## src/rtl/coal_pkg.sv

```systemverilog
package coal_pkg;
    // Width of the per-lane access size code (log2 of bytes, 0..7).
    localparam int ACC_SZ_W = 3;
    // Width of the transaction size code (log2 of bytes / 32).
    localparam int TXN_SZ_W = 2;

    typedef enum logic [TXN_SZ_W-1:0] {
        TXN_32B  = 2'd0,
        TXN_64B  = 2'd1,
        TXN_128B = 2'd2
    } txn_size_e;
endpackage

```

## src/rtl/coal_leader.sv

```systemverilog
// Picks the lowest-numbered set bit of a lane mask.
module coal_leader #(
    parameter int LANES = 32,
    localparam int IDX_W = $clog2(LANES)
) (
    input  logic [LANES-1:0] lane_mask,
    output logic [IDX_W-1:0] lead_idx,
    output logic             lead_any
);
    always_comb begin
        lead_idx = '0;
        for (int i = LANES - 1; i >= 0; i--) begin
            if (lane_mask[i]) lead_idx = i[IDX_W-1:0];
        end
        lead_any = |lane_mask;
    end
endmodule

```

## src/rtl/coal_lane_match.sv

```systemverilog
// Per-lane test: does this lane belong to the selected segment, and which
// 32-byte chunks of that segment does its access touch.
module coal_lane_match #(
    parameter int ADDR_W     = 32,
    parameter int SEG_LSB    = 7,
    parameter int CHUNK_LSB  = 5,
    parameter int NUM_CHUNKS = 4,
    parameter int SZ_W       = 3,
    localparam int TAG_W     = ADDR_W - SEG_LSB,
    localparam int CIDX_W    = $clog2(NUM_CHUNKS)
) (
    input  logic [ADDR_W-1:0]     lane_addr,
    input  logic [SZ_W-1:0]       acc_size,
    input  logic [TAG_W-1:0]      seg_sel,
    input  logic                  lane_pend,
    output logic                  hit,
    output logic [NUM_CHUNKS-1:0] chunks
);
    logic [CIDX_W-1:0] chunk_idx;
    logic              unused_low;
    int                span_sh;

    assign chunk_idx  = lane_addr[SEG_LSB-1:CHUNK_LSB];
    assign unused_low = ^lane_addr[CHUNK_LSB-1:0];
    assign hit        = lane_pend && (lane_addr[ADDR_W-1:SEG_LSB] == seg_sel);

    always_comb begin
        // Accesses wider than a chunk cover an aligned group of chunks.
        span_sh = (int'(acc_size) > CHUNK_LSB) ? int'(acc_size) - CHUNK_LSB : 0;
        if (span_sh > CIDX_W) span_sh = CIDX_W;
        for (int j = 0; j < NUM_CHUNKS; j++) begin
            chunks[j] = ((j >> span_sh) == (int'(chunk_idx) >> span_sh));
        end
    end
endmodule

```

## src/rtl/coal_span_select.sv

```systemverilog
// Chooses the smallest aligned power-of-two group of chunks that holds every
// touched chunk, and forms the transaction base and size code from it.
module coal_span_select #(
    parameter int ADDR_W     = 32,
    parameter int SEG_LSB    = 7,
    parameter int CHUNK_LSB  = 5,
    parameter int NUM_CHUNKS = 4,
    parameter int SZ_W       = 2,
    localparam int TAG_W     = ADDR_W - SEG_LSB,
    localparam int CIDX_W    = $clog2(NUM_CHUNKS)
) (
    input  logic [TAG_W-1:0]      seg_tag,
    input  logic [NUM_CHUNKS-1:0] chunk_set,
    output logic [ADDR_W-1:0]     base,
    output logic [SZ_W-1:0]       size_code
);
    logic [CIDX_W-1:0]     lo_chunk;
    logic [CIDX_W-1:0]     first_chunk;
    logic [NUM_CHUNKS-1:0] grp_mask;
    logic                  found;
    int                    level;

    always_comb begin
        lo_chunk = '0;
        for (int j = NUM_CHUNKS - 1; j >= 0; j--) begin
            if (chunk_set[j]) lo_chunk = j[CIDX_W-1:0];
        end
        found = 1'b0;
        level = CIDX_W;
        grp_mask = '0;
        for (int l = 0; l <= CIDX_W; l++) begin
            for (int j = 0; j < NUM_CHUNKS; j++) begin
                grp_mask[j] = ((j >> l) == (int'(lo_chunk) >> l));
            end
            if (!found && ((chunk_set & ~grp_mask) == '0)) begin
                found = 1'b1;
                level = l;
            end
        end
        first_chunk = CIDX_W'((int'(lo_chunk) >> level) << level);
        base        = {seg_tag, first_chunk, {CHUNK_LSB{1'b0}}};
        size_code   = SZ_W'(level);
    end
endmodule

```

## src/rtl/warp_coalescer.sv

```systemverilog
module warp_coalescer
    import coal_pkg::*;
#(
    parameter int LANES       = 32,
    parameter int ADDR_W      = 32,
    parameter int SEG_BYTES   = 128,
    parameter int CHUNK_BYTES = 32
) (
    input  logic                    clk,
    input  logic                    rst_n,
    input  logic                    req_valid,
    output logic                    req_ready,
    input  logic [LANES*ADDR_W-1:0] req_addr,
    input  logic [LANES-1:0]        req_mask,
    input  logic [ACC_SZ_W-1:0]     req_size,
    output logic                    txn_valid,
    input  logic                    txn_ready,
    output logic [ADDR_W-1:0]       txn_base,
    output logic [TXN_SZ_W-1:0]     txn_size,
    output logic [LANES-1:0]        txn_mask,
    output logic                    txn_last,
    output logic                    done
);
    localparam int SEG_LSB    = $clog2(SEG_BYTES);
    localparam int CHUNK_LSB  = $clog2(CHUNK_BYTES);
    localparam int NUM_CHUNKS = SEG_BYTES / CHUNK_BYTES;
    localparam int IDX_W      = $clog2(LANES);
    localparam int TAG_W      = ADDR_W - SEG_LSB;

    typedef struct packed {
        logic                    busy;
        logic [LANES-1:0]        pend;
        logic [ACC_SZ_W-1:0]     size;
        logic [LANES*ADDR_W-1:0] addr;
    } ctl_t;

    ctl_t cur_q, nxt_d;

    logic [IDX_W-1:0]      lead_idx;
    logic                  lead_any;
    logic [TAG_W-1:0]      seg_sel;
    logic [LANES-1:0]      join_vec;
    logic [NUM_CHUNKS-1:0] lane_chunks [LANES];
    logic [NUM_CHUNKS-1:0] chunk_or;
    logic [LANES-1:0]      remaining;

    coal_leader #(.LANES(LANES)) u_leader (
        .lane_mask (cur_q.pend),
        .lead_idx  (lead_idx),
        .lead_any  (lead_any)
    );

    assign seg_sel = cur_q.addr[int'(lead_idx)*ADDR_W + SEG_LSB +: TAG_W];

    for (genvar g = 0; g < LANES; g++) begin : g_lane
        coal_lane_match #(
            .ADDR_W     (ADDR_W),
            .SEG_LSB    (SEG_LSB),
            .CHUNK_LSB  (CHUNK_LSB),
            .NUM_CHUNKS (NUM_CHUNKS),
            .SZ_W       (ACC_SZ_W)
        ) u_match (
            .lane_addr (cur_q.addr[g*ADDR_W +: ADDR_W]),
            .acc_size  (cur_q.size),
            .seg_sel   (seg_sel),
            .lane_pend (cur_q.pend[g]),
            .hit       (join_vec[g]),
            .chunks    (lane_chunks[g])
        );
    end

    always_comb begin
        chunk_or = '0;
        for (int i = 0; i < LANES; i++) begin
            if (join_vec[i]) chunk_or = chunk_or | lane_chunks[i];
        end
    end

    coal_span_select #(
        .ADDR_W     (ADDR_W),
        .SEG_LSB    (SEG_LSB),
        .CHUNK_LSB  (CHUNK_LSB),
        .NUM_CHUNKS (NUM_CHUNKS),
        .SZ_W       (TXN_SZ_W)
    ) u_span (
        .seg_tag   (seg_sel),
        .chunk_set (chunk_or),
        .base      (txn_base),
        .size_code (txn_size)
    );

    assign remaining = cur_q.pend & ~join_vec;
    assign txn_mask  = join_vec;
    assign txn_valid = cur_q.busy && lead_any;
    assign txn_last  = txn_valid && (remaining == '0);
    assign req_ready = !cur_q.busy;

    always_comb begin
        nxt_d = cur_q;
        done  = 1'b0;
        if (!cur_q.busy) begin
            if (req_valid) begin
                nxt_d.busy = 1'b1;
                nxt_d.pend = req_mask;
                nxt_d.size = req_size;
                nxt_d.addr = req_addr;
            end
        end else if (!lead_any) begin
            // Empty request: finish one cycle after acceptance.
            nxt_d.busy = 1'b0;
            done       = 1'b1;
        end else if (txn_ready) begin
            nxt_d.pend = remaining;
            if (remaining == '0) begin
                nxt_d.busy = 1'b0;
                done       = 1'b1;
            end
        end
    end

    always_ff @(posedge clk or negedge rst_n) begin
        if (!rst_n) cur_q <= '0;
        else        cur_q <= nxt_d;
    end
endmodule

```

## config.mk

```make
export PLATFORM = sky130hd
export DESIGN_NAME = warp_coalescer
export DESIGN_NICKNAME = d
export VERILOG_FILES = /design/src/rtl/coal_pkg.sv /design/src/rtl/coal_leader.sv /design/src/rtl/coal_lane_match.sv /design/src/rtl/coal_span_select.sv /design/src/rtl/warp_coalescer.sv
export SDC_FILE = /design/constraint.sdc
export NUM_CORES = 2
export LEC_CHECK = 0
export BUFFER_PORTS_ARGS = -buffer_cell sky130_fd_sc_hd__buf_2
export CAP_MARGIN = 10
export CORE_AREA = 2 2 441 443
export DETAILED_ROUTE_END_ITERATION = 10
export DIE_AREA = 0 0 443 445
export SETUP_SLACK_MARGIN = 0.1
export SLEW_MARGIN = 40
export SYNTH_ARGS = -nofsm -noshare
export SYNTH_HDL_FRONTEND = slang
export SYNTH_SLANG_ARGS = --single-unit
```

## constraint.sdc

```tcl
create_clock -name clk -period 5.71 [get_ports clk]
set_input_delay 0.8565 -clock clk [delete_from_list [all_inputs] [get_ports clk]]
set_output_delay 0.8565 -clock clk [all_outputs]
set_load 0.01 [all_outputs]
```

Word-level counts from Yosys, hierarchy flattened
Index checks and enable logic that the tools add are counted.

storage, ports and cells
  word-level logic and storage cells = 381
  register bits = 1060
  bits of input ports = 1063
  output and inout port bits = 70

cells by class
  equal/unequal tests = 165
  mux-type cells = 85
  reduce and logical (&&, ||, !) cells = 46
  $add $sub $neg = 2
  order comparisons = 2
  shifts and indexed selects = 39
  bitwise logic cells = 38

operator list
  kind                                                                    number
  32-bit == test                                                          128
  1060-bit 2-to-1 mux                                                     1
  2-bit by 32-bit right shift with 32-bit output                          33
  1024-bit by 12-bit indexed part select with 25-bit output               1
  25-bit == test                                                          32
  32-bit 2-to-1 mux                                                       5
  5-bit 2-to-1 mux                                                        32
  4-bit 2-to-1 mux                                                        32
  4-bit bitwise OR                                                        31
  32-bit logical NOT                                                      3
  33-bit 2-to-1 mux                                                       2
  1-bit by 32-bit right shift with 32-bit output (first input constant)   2
  2-bit by 32-bit right shift with 32-bit output (first input constant)   2
  1-bit logical AND                                                       35
  32-bit bitwise AND                                                      1
  32-bit by 3-bit > comparator with 1-bit output (second input constant)  1
  32-bit NOT                                                              1
  32-bit OR reduction                                                     1
  32-bit by 32-bit << shifter with 2-bit output                           1
  10-bit by 3-bit adder with 11-bit output (second input constant)        1
  2-bit 2-to-1 mux                                                        5
  4-bit bitwise AND                                                       2
  4-bit logical NOT                                                       2
  1-bit 2-to-1 mux                                                        8
  12 further kinds                                                        15

Longest topological paths before layout
  depth in word-level cells = 114
  depth in mapped cells = 28
  depth with buffers taken out = 19

By module
A second synthesis with hierarchy kept.

second synthesis, totals
  cell total of the unflattened synthesis = 5541
  area total of the unflattened synthesis = 63815.0 um^2

modules (own cells, without submodules)
  module            cells each  area an instance (um^2)  seq. area each (um^2)  times used
  warp_coalescer    3325        47256.6                  26525.4                1
  coal_lane_match   66          496.7                    0.0                    32
  coal_leader       65          385.4                    0.0                    1
  coal_span_select  39          277.8                    0.0                    1

Worst setup path after synthesis
Ideal clock, no wire load.

  path type = register to output
  start point = reg cur_q[1040] (netlist bit)
  end point = out txn_size[0]
  buffers on the path = 6
  data required time = 4853 ps
  setup slack = -277 ps
  stages on the path, launching flop included = 24
  arrival = 5130 ps
  path through = dfrtp_1 -> or3_4 -> or4_1 -> buf_2 -> o2111a_1 -> buf_6 -> buf_8 -> buf_6 -> a211oi_1 -> a211oi_1 -> nor4_2 -> nand2_1 -> buf_4 -> buf_2 -> xor2_1 -> nor4_1 -> nand4_2 -> nor3_2 -> a2111oi_0 -> o2111ai_1 -> nor4_2 -> nand4b_2 -> nand2b_1 -> o31ai_1

between the ends
  elaborated cells on any way between the ends = 164
  those cells by class = add/sub: 1; eq/ne: 35; shift: 1; mux: 54; bitwise: 35; reduce/logical: 38

RTL lines
  item                                                           line                    source
  start: declaration                                             warp_coalescer.sv:37    ctl_t cur_q, nxt_d;
  start signal: assignment                                       warp_coalescer.sv:123   else cur_q <= nxt_d;
  5-bit 2-to-1 mux (*) (14 in series)                            coal_leader.sv:13       if (lane_mask[i]) lead_idx = i[IDX_W-1:0];
  10-bit by 3-bit adder with 11-bit output (*)                   warp_coalescer.sv:53    assign seg_sel = cur_q.addr[int'(lead_idx)*ADDR_W + SEG_LSB +: TAG_W];
  1024-bit by 12-bit indexed part select with 25-bit output (*)  warp_coalescer.sv:53
  net txn_base[23]                                               warp_coalescer.sv:18    output logic [ADDR_W-1:0] txn_base,
  25-bit == test (*)                                             coal_lane_match.sv:25   assign hit = lane_pend && (lane_addr[ADDR_W-1:SEG_LSB] == seg_sel);
  1-bit logical AND (*)                                          coal_lane_match.sv:25
  net g_lane[19].u_match.hit                                     coal_lane_match.sv:16   output logic hit,
  4-bit 2-to-1 mux (*)                                           warp_coalescer.sv:75    if (join_vec[i]) chunk_or = chunk_or | lane_chunks[i];
  [29 not listed]                                                -
  4-bit NOT                                                      coal_span_select.sv:35  if (!found && ((chunk_set & ~grp_mask) == '0)) begin
  4-bit bitwise AND                                              coal_span_select.sv:35
  4-bit logical NOT                                              coal_span_select.sv:35
  1-bit 2-to-1 mux                                               coal_span_select.sv:35
  1-bit logical NOT                                              coal_span_select.sv:35
  1-bit logical AND                                              coal_span_select.sv:35
  32-bit 2-to-1 mux / 1-bit 2-to-1 mux (equally long branches)   coal_span_select.sv:35
  32-bit 2-to-1 mux (*)                                          coal_span_select.sv:35
  end: declaration                                               warp_coalescer.sv:19    output logic [TXN_SZ_W-1:0] txn_size,

The timed path passes the listed nets; every way through them passes the cells marked *.

Worst setup path after layout
  start point = reg cur_q[1042] (netlist bit)
  end point = out done

between the ends
  cells in the longest elaborated chain, start to end = 27
  elaborated cells on any way between the ends = 90
  those cells by class = add/sub: 1; eq/ne: 32; shift: 1; mux: 20; bitwise: 2; reduce/logical: 34

RTL lines
  item                                                       line                   source
  5-bit 2-to-1 mux (16 in series)                            coal_leader.sv:13
  10-bit by 3-bit adder with 11-bit output                   warp_coalescer.sv:53
  1024-bit by 12-bit indexed part select with 25-bit output  warp_coalescer.sv:53
  25-bit == test                                             coal_lane_match.sv:25
  1-bit logical AND                                          coal_lane_match.sv:25
  32-bit NOT                                                 warp_coalescer.sv:92   assign remaining = cur_q.pend & ~join_vec;
  32-bit bitwise AND                                         warp_coalescer.sv:92
  32-bit logical NOT                                         warp_coalescer.sv:114  if (remaining == '0) begin
  1-bit 2-to-1 mux                                           warp_coalescer.sv:114
  1-bit 2-to-1 mux                                           warp_coalescer.sv:112  end else if (txn_ready) begin
  1-bit 2-to-1 mux (*)                                       warp_coalescer.sv:108  end else if (!lead_any) begin
  1-bit 2-to-1 mux (*)                                       warp_coalescer.sv:101  if (!cur_q.busy) begin
  end: declaration                                           warp_coalescer.sv:22   output logic done

Every way passes the cells marked *; elsewhere a longest branch is shown, timed or not.

==> reports/results.ini <==
[run_status]
status=complete, but fails checks
violations=negative setup slack

[die]
dieArea_sq_um=197000
start_util=0.298
row_count=161
coreArea_sq_um=192000
die_w_um=443
ios=1133
die_h_um=445

[logic_synthesis]
ys_seq_area_frac=0.394
synthFlopType=dfrtp_1
synth_top_area_cell=dfrtp_1
ys_async_sr_fraction=1.00
synth-edff-count=0
synth.avg_cell_area_sq_um=8.08
ys_types=105
synth_compound_area_frac=0.147
yosys_warnings=0
synthAdderAreaFrac=0.000656
ys_top_cells_by_area=dfrtp_1 39%, nand2_1 16%, xor2_1 7.4%
synth-simple-area-share=0.239
synth-xor-area-share=0.130
synth.mux.area_fraction=0.0249
synth_top_cell_area_share=0.394
synth-seq-cells=900
syn_area_sq_um=57200
syn_inst=7082
synth_top_family_by_area=simple AND/OR/NAND/NOR gates

[setup_path]
start_kind=flop
endpoint_kind=output pin
crit_type=reg -> out
critical_path.top_delay_family=simple AND/OR/NAND/NOR gates
crit_slowest_cell=or4_4
reg2reg_slack_ns=-0.64
critPathMaxFanout=5
critPathBufInv=12
cp_common_cell=buf_6
critPathMaxStageDelay_ns=0.54
required_ns=4.85
critPathArrivalTime_ns=7.29

[drt]
drcViolationCount=0
drt-initial-drc-count=8961
postRouteAntennaNets=0
drt_pass1_iterations=6
num_vias=69400
drt_wl_total_mm=446
detail_route.wl_per_cell_um=35.8
viasPerCell=5.57

[global_routing]
gr-usage-all-layers=0.437
antenna_found_initial=28
grt_start_max_net_pins=155
grt_pass1_vias=67700
gr-total-overflow=0
grt_pass1_wl_mm=586

[sta]
rsz0062_at_grt=true
finalSetupViolCount=39
fin_tns_setup_ns=-53.88
post-route-period-util=1.43
skew_ns=0.0462
fmax_ghz=0.123
slew_viol_final=0
fin_ws_ns=-2.43
post-route-min-period_ns=8.14
timing.slew.headroom=0.336
hold_viol=0
tightest_slew_ns=0.990

[clock_tree]
cts_sinks=900
cts.path.max_buffers=3
cts_buffers=114
cts_tree=yes
path_clk_slew_ns=0.06
cts_max_level=3
clk_latency_ns=0.82
cts_root_buf=clkbuf_16

[final_layout]
nFillCells=18900
finalNetCount=10900
largest_register=cur_q
fin_area_sq_um=92100
reg_top3=cur_q: 900 flops
largest_reg_flops=900
drive_gt1_frac=0.408
area_growth_pct=61.0
stdcell_count=12500

[place]
pre_cts_slack_ns=-2.44
dpl_cell_area_sq_um=79200
place_congestion=1.09
dp.cells=12000
post-dp-hpwl_mm=362
port-buffer-count=967

[min_path]
hp-class=in -> async

[run]
maxCapViolCount=0

## routing by layer
| layer | up-vias | global-route usage | share of wire | wire [um] |
|---|---|---|---|---|
| li1 | 29400 | - | - | - |
| met1 | 34700 | 0.556 | 0.39 | 175000 |
| met2 | 4203 | 0.655 | 0.42 | 189000 |
| met3 | 1126 | 0.0896 | 0.089 | 39900 |
| met4 | 26 | 0.322 | 0.093 | 41300 |
| met5 | - | 0 | 0.00040 | 177 |
## cells by family after synthesis
| group | after synthesis |
|---|---|
| adder cells (fa/ha/maj) | 3 |
| other | 1 |
| AO/OA/AOI/OAI | 1238 |
| multiplexers | 137 |
| XOR/XNOR | 847 |
| buffers and inverters | 765 |
| AND/OR/NAND/NOR | 3191 |
| flip-flops | 900 |
## through the flow
step,hold WS (ns),utilization
2_1_floorplan,0.446,-
3_3_place_gp,0.487,0.411
6_report,0.0374,0.480
3_5_place_dp,0.482,0.412
5_1_grt,0.0561,0.480
4_1_cts,0.0194,0.466
## layout by cell type (no fill, tap or decap), drive strengths merged, types with 14 or more instances in the layout
master,n
a22oi,25
and2,21
dfrtp,900
nor4,159
inv,228
xnor2,366
a22o,31
nand3,89
o2111ai,29
nand4,85
nor3,85
o21ai,375
a21o,16
xor2,481
bufinv,22
or3,16
nand4b,14
clkbuf,146
clkinv,32
a311oi,55
a211oi,341
nor2,127
mux2i,136
a21oi,157
buf,3170
a31oi,14
o211ai,18
nand2,2522
a221oi,97
## synthesized netlist by cell type (12+ instances only)
| cell | count |
|---|---|
| nand2_1 | 2512 |
| dfrtp_1 | 900 |
| xor2_1 | 481 |
| xnor2_1 | 366 |
| a211oi_1 | 337 |
| o21ai_0 | 337 |
| clkbuf_1 | 287 |
| inv_1 | 218 |
| a21oi_1 | 157 |
| mux2i_1 | 132 |
| nor2_1 | 127 |
| nor4_1 | 126 |
| a221oi_1 | 97 |
| buf_4 | 96 |
| buf_2 | 93 |
| nand3_1 | 88 |
| nand4_1 | 81 |
| nor3_1 | 76 |
| a311oi_1 | 54 |
| buf_6 | 48 |
| o21ai_1 | 37 |
| a22o_1 | 31 |
| a22oi_1 | 25 |
| nor4_2 | 24 |
| buf_1 | 21 |
| o2111ai_1 | 20 |
| and2_1 | 19 |
| a21o_1 | 16 |
| o211ai_1 | 16 |
| or3_1 | 15 |
| a31oi_1 | 13 |
| a32oi_1 | 13 |
| nand4b_1 | 13 |
| nor2b_1 | 12 |
| or4_1 | 12 |
## what timing repair did
item / CTS / global route
pin swaps: 178 / 158
endpoints found under the setup margin: 93 / 59
hold buffers: 0 / 0
cloned: 16 / 5
buffers inserted: 164 / 80
resized for setup: 782 / 362
## cell type report
type	instances	area [sq um]	area share
clock inverters	71	1050	0.0114
diodes	9	22.5	0.000244
repair buffers	3182	25500	0.277
inverters	219	827	0.00898
clock buffers	141	3100	0.0336
well taps	2526	3160	0.0343
multi-input cells	5421	35900	0.390
flip-flops and latches	900	22500	0.244
## final timing paths
kind,startpoint,endpoint,depth (start not counted)
worst max-delay path,cur_q[1042]$_DFFE_PN0P_,done,28
worst min-delay path,rst_n,cur_q[534]$_DFFE_PN0P_,2
worst max register to register,cur_q[1042]$_DFFE_PN0P_,cur_q[1059]$_DFF_PN0_,27
worst min register to register,cur_q[165]$_DFFE_PN0P_,cur_q[165]$_DFFE_PN0P_,2
max in group asynchronous,rst_n,cur_q[848]$_DFFE_PN0P_,5
min in group clk,req_addr[543],cur_q[543]$_DFFE_PN0P_,3
Power is not shown: default switching activity piles up to over one toggle a cycle in this logic, so the estimate is an artifact.
